**src/rtl/eic_pkg.sv**
```systemverilog
package eic_pkg;

    localparam int EIC_ADDR_W = 5;

    localparam logic [EIC_ADDR_W-1:0] OFS_BLOCK = 5'h00;
    localparam logic [EIC_ADDR_W-1:0] OFS_DROP  = 5'h04;
    localparam logic [EIC_ADDR_W-1:0] OFS_POL   = 5'h08;
    localparam logic [EIC_ADDR_W-1:0] OFS_RAW   = 5'h0C;
    localparam logic [EIC_ADDR_W-1:0] OFS_MODE  = 5'h10;

    typedef enum logic [2:0] {
        SEL_NONE,
        SEL_BLOCK,
        SEL_DROP,
        SEL_POL,
        SEL_RAW,
        SEL_MODE
    } reg_sel_e;

    function automatic reg_sel_e decode_sel(input logic [EIC_ADDR_W-1:0] a);
        case (a)
            OFS_BLOCK: return SEL_BLOCK;
            OFS_DROP:  return SEL_DROP;
            OFS_POL:   return SEL_POL;
            OFS_RAW:   return SEL_RAW;
            OFS_MODE:  return SEL_MODE;
            default:   return SEL_NONE;
        endcase
    endfunction

endpackage

```
**src/rtl/eic_sync.sv**
```systemverilog
module eic_sync #(
    parameter int N      = 32,
    parameter int STAGES = 2
) (
    input  logic         clk,
    input  logic         rst_n,
    input  logic [N-1:0] pin_i,
    output logic [N-1:0] now_o,
    output logic [N-1:0] before_o
);
    localparam int LAST = STAGES - 1;

    typedef struct packed {
        logic [STAGES-1:0][N-1:0] stg;
        logic [N-1:0]             prev;
    } sync_t;

    sync_t st_q, st_d;

    always_comb begin
        st_d        = st_q;
        st_d.stg[0] = pin_i;
        for (int i = 1; i < STAGES; i++) begin
            st_d.stg[i] = st_q.stg[i-1];
        end
        st_d.prev = st_q.stg[LAST];
    end

    always_ff @(posedge clk or negedge rst_n) begin
        if (!rst_n) st_q <= '0;
        else        st_q <= st_d;
    end

    assign now_o    = st_q.stg[LAST];
    assign before_o = st_q.prev;

    initial begin
        if (STAGES < 2) $error("eic_sync needs at least two stages");
    end

endmodule

```
**src/rtl/eic_sense.sv**
```systemverilog
module eic_sense #(
    parameter int N = 32
) (
    input  logic         clk,
    input  logic         rst_n,
    input  logic [N-1:0] now_i,
    input  logic [N-1:0] before_i,
    input  logic [N-1:0] pol_i,
    input  logic [N-1:0] mode_i,
    input  logic [N-1:0] drop_i,
    output logic [N-1:0] raw_o
);
    typedef struct packed {
        logic [N-1:0] held;
    } sense_t;

    sense_t st_q, st_d;
    logic [N-1:0] lvl;
    logic [N-1:0] hit;

    for (genvar g = 0; g < N; g++) begin : g_line
        always_comb begin
            lvl[g] = pol_i[g] ? now_i[g] : ~now_i[g];
            hit[g] = mode_i[g] & (pol_i[g] ? (now_i[g] & ~before_i[g])
                                           : (~now_i[g] & before_i[g]));
            raw_o[g] = mode_i[g] ? st_q.held[g] : lvl[g];
        end
    end

    always_comb begin
        st_d      = st_q;
        st_d.held = (st_q.held & ~drop_i) | hit;
    end

    always_ff @(posedge clk or negedge rst_n) begin
        if (!rst_n) st_q <= '0;
        else        st_q <= st_d;
    end

    AST_HELD_STICKY: assert property (@(posedge clk) disable iff (!rst_n)
        (($past(st_q.held) & ~$past(drop_i)) & ~st_q.held) == '0);

    AST_HELD_NEEDS_EDGE: assert property (@(posedge clk) disable iff (!rst_n)
        ((st_q.held & ~$past(st_q.held)) & ~$past(hit)) == '0);

    AST_EDGE_BEATS_DROP: assert property (@(posedge clk) disable iff (!rst_n)
        (($past(drop_i) & $past(hit)) & ~st_q.held) == '0);

endmodule

```
**src/rtl/eic_regs.sv**
```systemverilog
module eic_regs
    import eic_pkg::*;
#(
    parameter int N = 32
) (
    input  logic                  clk,
    input  logic                  rst_n,
    input  logic                  wr_en,
    input  logic                  rd_en,
    input  logic [EIC_ADDR_W-1:0] addr,
    input  logic [N-1:0]          wdata,
    input  logic [N-1:0]          raw_i,
    output logic [N-1:0]          block_o,
    output logic [N-1:0]          pol_o,
    output logic [N-1:0]          mode_o,
    output logic [N-1:0]          drop_o,
    output logic [N-1:0]          rdata_o
);
    typedef struct packed {
        logic [N-1:0] block;
        logic [N-1:0] pol;
        logic [N-1:0] mode;
        logic [N-1:0] rdata;
    } regs_t;

    regs_t    st_q, st_d;
    reg_sel_e sel;

    always_comb begin
        sel    = decode_sel(addr);
        st_d   = st_q;
        drop_o = '0;
        if (wr_en) begin
            case (sel)
                SEL_BLOCK: st_d.block = wdata;
                SEL_DROP:  drop_o     = wdata;
                SEL_POL:   st_d.pol   = wdata;
                SEL_MODE:  st_d.mode  = wdata;
                default:   ;
            endcase
        end
        if (rd_en) begin
            case (sel)
                SEL_BLOCK: st_d.rdata = st_q.block;
                SEL_POL:   st_d.rdata = st_q.pol;
                SEL_RAW:   st_d.rdata = raw_i;
                SEL_MODE:  st_d.rdata = st_q.mode;
                default:   st_d.rdata = '0;
            endcase
        end
    end

    always_ff @(posedge clk or negedge rst_n) begin
        if (!rst_n) begin
            st_q.block <= '1;
            st_q.pol   <= '1;
            st_q.mode  <= '0;
            st_q.rdata <= '0;
        end else begin
            st_q <= st_d;
        end
    end

    assign block_o = st_q.block;
    assign pol_o   = st_q.pol;
    assign mode_o  = st_q.mode;
    assign rdata_o = st_q.rdata;

    AST_RDATA_HOLD: assert property (@(posedge clk) disable iff (!rst_n)
        !rd_en |=> $stable(rdata_o));

    AST_CFG_WRITE_ONLY: assert property (@(posedge clk) disable iff (!rst_n)
        !wr_en |=> ($stable(block_o) && $stable(pol_o) && $stable(mode_o)));

endmodule

```
**src/rtl/ext_irq_conv.sv**
```systemverilog
module ext_irq_conv
    import eic_pkg::*;
#(
    parameter int NUM_LINES   = 32,
    parameter int SYNC_STAGES = 2
) (
    input  logic                  clk,
    input  logic                  rst_n,
    input  logic [NUM_LINES-1:0]  irq_in,
    input  logic                  wr_en,
    input  logic                  rd_en,
    input  logic [EIC_ADDR_W-1:0] addr,
    input  logic [NUM_LINES-1:0]  wdata,
    output logic [NUM_LINES-1:0]  rdata,
    output logic [NUM_LINES-1:0]  irq_out
);
    typedef struct packed {
        logic [NUM_LINES-1:0] req;
    } top_t;

    top_t st_q, st_d;

    logic [NUM_LINES-1:0] pin_now, pin_before;
    logic [NUM_LINES-1:0] raw, block, pol, mode, drop;

    eic_sync #(.N(NUM_LINES), .STAGES(SYNC_STAGES)) u_sync (
        .clk      (clk),
        .rst_n    (rst_n),
        .pin_i    (irq_in),
        .now_o    (pin_now),
        .before_o (pin_before)
    );

    eic_sense #(.N(NUM_LINES)) u_sense (
        .clk      (clk),
        .rst_n    (rst_n),
        .now_i    (pin_now),
        .before_i (pin_before),
        .pol_i    (pol),
        .mode_i   (mode),
        .drop_i   (drop),
        .raw_o    (raw)
    );

    eic_regs #(.N(NUM_LINES)) u_regs (
        .clk     (clk),
        .rst_n   (rst_n),
        .wr_en   (wr_en),
        .rd_en   (rd_en),
        .addr    (addr),
        .wdata   (wdata),
        .raw_i   (raw),
        .block_o (block),
        .pol_o   (pol),
        .mode_o  (mode),
        .drop_o  (drop),
        .rdata_o (rdata)
    );

    always_comb begin
        st_d     = st_q;
        st_d.req = raw & ~block;
    end

    always_ff @(posedge clk or negedge rst_n) begin
        if (!rst_n) st_q <= '0;
        else        st_q <= st_d;
    end

    assign irq_out = st_q.req;

    AST_OUT_BLOCKED: assert property (@(posedge clk) disable iff (!rst_n)
        (irq_out & $past(block)) == '0);

    AST_OUT_NEEDS_RAW: assert property (@(posedge clk) disable iff (!rst_n)
        (irq_out & ~$past(raw)) == '0);

endmodule

```
**config.mk**
```make
export PLATFORM = sky130hd
export DESIGN_NAME = ext_irq_conv
export DESIGN_NICKNAME = d
export VERILOG_FILES = /design/src/rtl/eic_pkg.sv /design/src/rtl/eic_sync.sv /design/src/rtl/eic_sense.sv /design/src/rtl/eic_regs.sv /design/src/rtl/ext_irq_conv.sv
export SDC_FILE = /design/constraint.sdc
export NUM_CORES = 1
export LEC_CHECK = 0
export BUFFER_PORTS_ARGS = -buffer_cell sky130_fd_sc_hd__buf_2
export CAP_MARGIN = 30
export CELL_PAD_IN_SITES_DETAIL_PLACEMENT = 1
export CELL_PAD_IN_SITES_GLOBAL_PLACEMENT = 2
export CORE_MARGIN = 3
export CORE_UTILIZATION = 36
export CTS_BUF_LIST = sky130_fd_sc_hd__clkbuf_16
export DETAILED_ROUTE_END_ITERATION = 7
export PLACE_DENSITY_LB_ADDON = 0.1
export SLEW_MARGIN = 10
export SYNTH_ARGS = -nofsm -noshare
export SYNTH_HDL_FRONTEND = slang
export SYNTH_SLANG_ARGS = --single-unit
```
**constraint.sdc**
```tcl
create_clock -name clk -period 1.15 [get_ports clk]
set_clock_uncertainty 0.05 [all_clocks]
set_input_delay 0.23 -clock clk [delete_from_list [all_inputs] [get_ports clk]]
set_output_delay 0.23 -clock clk [all_outputs]
set_load 0.02 [all_outputs]
```
==> results of run 1 <==
==> cell type report <==
cell class / instances / area (um^2) / area share, %
Antenna cell: 1 / 2.502 / 0.01500
Sequential cell: 288 / 7287 / 43.68
Clock inverter: 29 / 326.6 / 1.958
Clock buffer: 35 / 875.8 / 5.250
Tap cell: 396 / 495.5 / 2.970
Multi-Input combinational cell: 557 / 4516 / 27.07
Timing Repair Buffer: 337 / 3179 / 19.06
==> cell usage after synthesis (all sizes together), types with 2 or more instances <==
cell / count / area share, %
a21oi: 32 / 1.4
a22o: 32 / 2.4
a22oi: 32 / 2.1
buf: 24 / 1.3
clkbuf: 9 / 0.30
dfrtp: 224 / 49
dfstp: 64 / 15
mux2: 128 / 14
nand2: 97 / 3.2
nand2b: 32 / 1.7
nand3: 2 / 0.087
nand4: 2 / 0.11
nor2: 99 / 3.3
o21ai: 32 / 1.4
o221ai: 32 / 2.4
xor2: 32 / 2.4
==> cell usage in the layout (no fill, tap or decap), drive strengths merged <==
| cell | n |
|---|---|
| a21oi | 32 |
| a22o | 32 |
| xor2 | 32 |
| nand2 | 97 |
| clkbuf | 35 |
| nand3 | 2 |
| and4bb | 1 |
| clkinv | 15 |
| diode | 1 |
| dfrtp | 224 |
| o221ai | 32 |
| nor2b | 1 |
| dlygate4sd3 | 65 |
| nor4 | 1 |
| dfstp | 64 |
| nor2 | 99 |
| nand2b | 32 |
| and4b | 1 |
| a22oi | 32 |
| mux2 | 128 |
| mux2i | 1 |
| inv | 7 |
| buf | 272 |
| o21ai | 32 |
| nand4 | 2 |
| bufinv | 7 |
==> metrics by stage <==
stage | power (mW) | instances | cell area, um^2
after floorplan | 16.11 | 878 | 11570
after global placement | 18.29 | 1493 | 13660
after detailed placement | 18.43 | 1493 | 13660
after CTS | 31.60 | 1631 | 16330
after global routing | 33.17 | 1642 | 16680
final | 31.48 | 1643 | 16680
==> logic make-up after synthesis <==
| family | after synthesis | share of synthesized area, % |
|---|---|---|
| flip-flops | 288 | 63.66 |
| AND/OR/NAND/NOR | 236 | 8.821 |
| AO/OA/AOI/OAI | 160 | 9.793 |
| multiplexers | 129 | 13.66 |
| buffers and inverters | 33 | 1.618 |
| XOR/XNOR | 32 | 2.448 |
==> registers in the layout, summed over array words and instances, names as in the netlist <==
signal and flops:
irq_out 32, u_regs.block_o 32, u_regs.mode_o 32, u_regs.pol_o 32, u_regs.rdata_o 32, u_sense.st_q 32
u_sync.before_o 32, u_sync.now_o 32, u_sync.st_d 32
==> power groups by stage <==
| stage | registers, mW | clock network (mW) | logic, mW |
|---|---|---|---|
| floorplan | 13.8 | 0 | 2.34 |
| global placement | 13.4 | 0 | 4.86 |
| detailed placement | 13.4 | 0 | 4.98 |
| CTS | 13.6 | 11.9 | 6.05 |
| global route | 13.9 | 12.4 | 6.84 |
| finish | 13.7 | 11.5 | 6.28 |
==> routing by layer <==
metal	vias to the layer above	GRT usage, %
met5	-	0
met4	4	4.959
met3	43	3.395
met2	138	31.68
met1	4207	25.79
li1	3786	-
==> timing repair <==
action	4_1_cts	5_1_grt
gates resized for setup	258	62
setup endpoints to repair	154	160
pin swaps	118	26
setup buffers	9	11
hold endpoints to repair	391	0
hold buffers	65	0
==> how the worst max path moves through the flow <==
stage,start,end
floorplan,addr[0],u_regs.mode_o[10]
global placement,addr[0],u_regs.mode_o[25]
detailed placement,addr[0],u_regs.rdata_o[13]
CTS,u_regs.rdata_o[29],rdata[29]
global route,u_regs.rdata_o[29],rdata[29]
finish,u_regs.rdata_o[29],rdata[29]
==> worst reg2reg max path: stages, from the launching register on <==
cell	delay, ns
dfstp_2	0.55
xor2_1	0.16
nor2_1	0.07
a21oi_2	0.17
o221ai_1	0.13
==> metrics.txt, run 1 <==
VDD IR max ~1.2 mV; path length in cells of the critical path 1; Worst setup EP type output pin; Worst path slowest cell dfrtp_1; Critical Path AT ~1.1 ns; Setup TNS -13.87 ns; slew margin rel. 77.51%; Final #Nets 1292; worst min path class in -> async; clk slew on worst S/H paths about 0.06 ns; Hold WS 0.08988 ns; critical path startpoint category register; RR Startpoint u_regs.pol_o[6]; Peak Freq slightly above 700 MHz; remaining antenna violation count 0; vias in the first global route 9002; Flop pwr share between 40% and 50%; P_int 22.86 mW; CTS root buf clkbuf_16; detailed placement HPWL 20150 um; core footprint between 30000 and 40000 um^2; initial antenna violation count 3; EDFF count, synth 0; Net Switching between 8 and 9 mW; final-layout fill cell count just over 3000; clk buf depth 3; # IOs 137; Tmin final 1.385 ns; fin util a little over half; endpoints failing hold 0; largest net degree at the start of global routing 62; CP max FO 2; # rows between 60 and 70; status finished with violations; dpl ws -0.4684 ns; asr flop ratio synth 100.0%; overall routed net length 31740 um; crit-path cells buf_6; max cap viols 0; 1st-pass router iterations 4; first-pass GRT wire length 50770 um; Final WS setup -0.2348 ns; met3 WL 1185 um; die area 33970 um^2; CP peak stage delay 0.43 ns; sequential fraction of the synthesis area 63.66%; GRT overflow 0; RD Place Congestion 0.7532; htree depth 2; Syn Inst Count just under 900; Worst-Margin Slew between 0.3 and 0.4 ns; RSZ-0062 raised after global routing true; starting density of the core 36.94%; met2 wire length 15400 um; cell leakage power 7.489 nW; Synth Register Bits 288; clock sinks 288; DRT iter0 DRCs around 290; failing checks setup timing; setup slack, reg-to-reg -0.12 ns; distinct cell type count of the synthesized netlist 26; Critical Path RT between 0.8 and 0.9 ns; Vias 8178; layout cell share with drive strength beyond 1 51.93%; Post-Route M1 WL 14570 um; Tcrit/Tclk final 120.4%; switch share 27.38%; Layout area overhead 45.73%; via/cell ratio 4.977; Crit path max-delay family flip-flops; max-slew violation count 0; Clk Latency, worst-skew pair ~0.52 ns; Die Width 184.3 um; Buffers on Ports 136; Die Y 184.3 um; top sig layer met5; Mapped Area between 10000 and 15000 um^2; Tot GR Track Use between 10% and 20%; Buffers & Inverters on Critical Path 1; Avg WL per Cell roughly 19 um; TritonCTS Buffers 35; WS Path Type reg -> out; Remaining DRCs 0; Ys Warns 0; Clk pwr share 36.6%; R2R Path End u_regs.rdata_o[6]; PD cells roughly 1900 nW/um^2; R2R depth 4; top_reg_cell synth dfrtp_1; Logic pwr share 20.0%; Post-Syn Area per Cell 13.04 um^2; Final Setup Violations 130; Syn Nets 951; CTS tree yes
(Power assumes the default switching activity.)
==> run 2: changes to the inputs <==
--- a/config.mk
+++ b/config.mk
@@ -10,8 +10,8 @@
 export CELL_PAD_IN_SITES_DETAIL_PLACEMENT = 1
 export CELL_PAD_IN_SITES_GLOBAL_PLACEMENT = 2
 export CORE_MARGIN = 3
-export CORE_UTILIZATION = 36
-export CTS_BUF_LIST = sky130_fd_sc_hd__clkbuf_16
+export CORE_UTILIZATION = 37
+export CTS_BUF_LIST = sky130_fd_sc_hd__clkbuf_4
 export DETAILED_ROUTE_END_ITERATION = 7
 export PLACE_DENSITY_LB_ADDON = 0.1
 export SLEW_MARGIN = 10
==> run 2 against run 1 <==
Global-route usage increased by 0.90 points. First-iteration DRC count increased by 30%. The flow still finishes with violations (setup timing). Critical path type unchanged. Non-clock buffer count decreased by 4. Largest cell class unchanged. Count of clock-buffer cells in the layout increased by 90. Power decreased by 4.9%. Final cell count increased by 4.5%. Die area decreased by 2.6%. Sequential share of layout area increased by 0.43 points.
==> metrics.txt, run 2 (synthesis results as in run 1) <==
RSZ-0062 raised after global routing true; fin util 55.01% (+1.2 points); crit-path cells buf_6; Flop pwr share 45.6% (+2.2 points); worst min path class in -> reg; Critical path origin u_regs.rdata_o[16]; Worst-Margin Slew 0.4456 ns (+0.1083 ns); slew margin rel. 70.29% (-7.2 points); Final WS setup -0.4045 ns (-0.1697 ns); CTS tree yes; # IOs 137 (unchanged); Final Setup Violations 129 (-0.77%); RD Place Congestion 0.7121 (-5.5%); largest net degree at the start of global routing 51 (-18%); Hold WS 0.1238 ns (+0.03393 ns); CTS root buf clkbuf_4; Buffers & Inverters on Critical Path 1 (unchanged); Critical Path RT 0.87 ns (about the same); Logic pwr share 20.3% (+0.3 points); clock sinks 288 (unchanged); PD cells 1812 nW/um^2 (-4.0%); vias in the first global route 9559 (+6.2%); max cap viols 0 (unchanged); detailed placement HPWL 19920 um (-1.1%); Tmin final 1.554 ns (+0.1697 ns); initial antenna violation count 2 (-1); HP Start addr[2]; first-pass GRT wire length 52470 um (+3.4%); Net Switching 8.533 mW (-1.0%); # rows 63 (-1.6%); Clk pwr share 34.0% (-2.6 points); commonest non-fill, non-tap cell in the layout dfrtp_1; overall routed net length 32270 um (+1.7%); commonest non-fill, non-tap cells in the layout dfrtp_1, clkbuf_4, mux2_2, nand2_1, buf_6; VDD IR max 1.233 mV (+2.1%); switch share 28.50% (+1.1 points); dpl ws -0.4606 ns (+0.007828 ns); clk buf depth 3 (unchanged); 1st-pass router iterations 4 (unchanged); starting density of the core 38.12% (+1.2 points); Remaining DRCs 0 (unchanged); Die Width 181.9 um (-1.3%); max-slew violation count 0 (unchanged); TritonCTS Buffers 80 (+130%); Tcrit/Tclk final 135.2% (+15 points); Buffers on Ports 136 (unchanged); Final #Nets 1333 (+3.2%); P_int 21.40 mW (-6.4%); Crit path max-delay family flip-flops; endpoints failing hold 0 (unchanged); Avg WL per Cell 18.80 um (-2.7%); Die Y 181.9 um (-1.3%); FF+latch area 7287 um^2 (unchanged); final-layout fill cell count 3090 (+0.78%); critical path startpoint category register; Peak Freq 643.3 MHz (-11%); Critical Path AT 1.27 ns (+0.17 ns); CP max FO 2 (unchanged); GRT overflow 0 (unchanged); via/cell ratio 4.910 (-1.3%); CP peak stage delay 0.44 ns (about the same); RR Startpoint u_regs.pol_o[3]; cell leakage power 7.548 nW (+0.79%); htree depth 3 (+1); DRT iter0 DRCs 371 (+30%); clk slew on worst S/H paths 0.07 ns (about the same); failing checks setup timing; WS Path Type reg -> out; Layout area overhead 44.32%; Worst setup EP type output pin; remaining antenna violation count 0 (unchanged); total power 29.94 mW (-4.9%); Clk Latency, worst-skew pair 0.69 ns (+0.17 ns); area of the multi-input gates 4412 um^2 (-2.3%); core footprint 30030 um^2 (-3.1%); Tot GR Track Use 19.91% (+0.90 points); status finished with violations; die area 33090 um^2 (-2.6%); Worst path slowest cell dfrtp_1; layout cell share with drive strength beyond 1 52.91% (+0.98 points); Vias 8431 (+3.1%)
[run 2: changes by cell type in the layout (fill, tap and decap cells not counted), sizes merged]
| cell | before | now |
|---|---|---|
| clkbuf | 35 | 125 |
| buf | 272 | 266 |
| diode | 1 | 2 |
| dlygate4sd3 | 65 | 66 |
| clkinv | 15 | 16 |
| dlymetal6s4s | 0 | 1 |
| inv | 7 | 2 |
| bufinv | 7 | 4 |
[run 2: cell type report]
type | instances | area share (%)
Sequential cell | 288 | 44.11
Clock inverter | 22 | 1.151
Multi-Input combinational cell | 557 | 26.70
Clock buffer | 125 | 5.680
Tap cell | 390 | 2.954
Timing Repair Buffer | 333 | 19.37
Antenna cell | 2 | 0.03029
[run 2: repair_timing]
| action | in CTS | in global routing |
|---|---|---|
| hold buffers | 67 | 0 |
| setup buffers | 16 | 10 |
| endpoints found under the setup margin | 154 | 167 |
| gates resized for setup | 227 | 66 |
| pin swaps | 100 | 37 |
| endpoints found under the hold margin | 452 | 0 |
[run 2: power by group through the flow]
| stage | registers [mW] | clock network, mW | logic (mW) |
|---|---|---|---|
| 2_1_floorplan | 13.8 | 0 | 2.34 |
| 3_3_place_gp | 13.5 | 0 | 4.77 |
| 3_5_place_dp | 13.5 | 0 | 4.88 |
| 4_1_cts | 13.6 | 10.7 | 5.91 |
| 5_1_grt | 13.9 | 11.3 | 6.62 |
| 6_report | 13.7 | 10.2 | 6.09 |
[run 2: final timing paths]
check	cells past startpoint	slack, ns	to
setup / recovery	1	-0.40	rdata[16]
hold / removal	5	0.12	u_regs.rdata_o[0]
setup reg to reg	4	-0.11	u_regs.rdata_o[3]
hold reg to reg	0	0.28	u_sync.now_o[30]
max in group asynchronous	3	0.39	u_regs.mode_o[5]
min in group asynchronous	3	0.13	u_regs.mode_o[12]
[run 2: per-layer routing]
metal / up-vias / share of wire (%) / GRT usage (%)
met4: 0 / 1.8 / 6.216
met1: 4295 / 43 / 25.49
met2: 172 / 51 / 34.01
li1: 3913 / - / -
met5: - / 0 / 0
met3: 51 / 3.6 / 4.107
[run 2: metrics by stage]
step                std cells  instance area [um^2]  setup TNS (ns)
global placement         1475                 13620          -63.38
CTS                      1705                 16200          -30.07
global route             1717                 16520          -35.61
detailed placement       1475                 13620          -65.49
finish                   1717                 16520          -24.35
floorplan                 878                 11570          -15.72
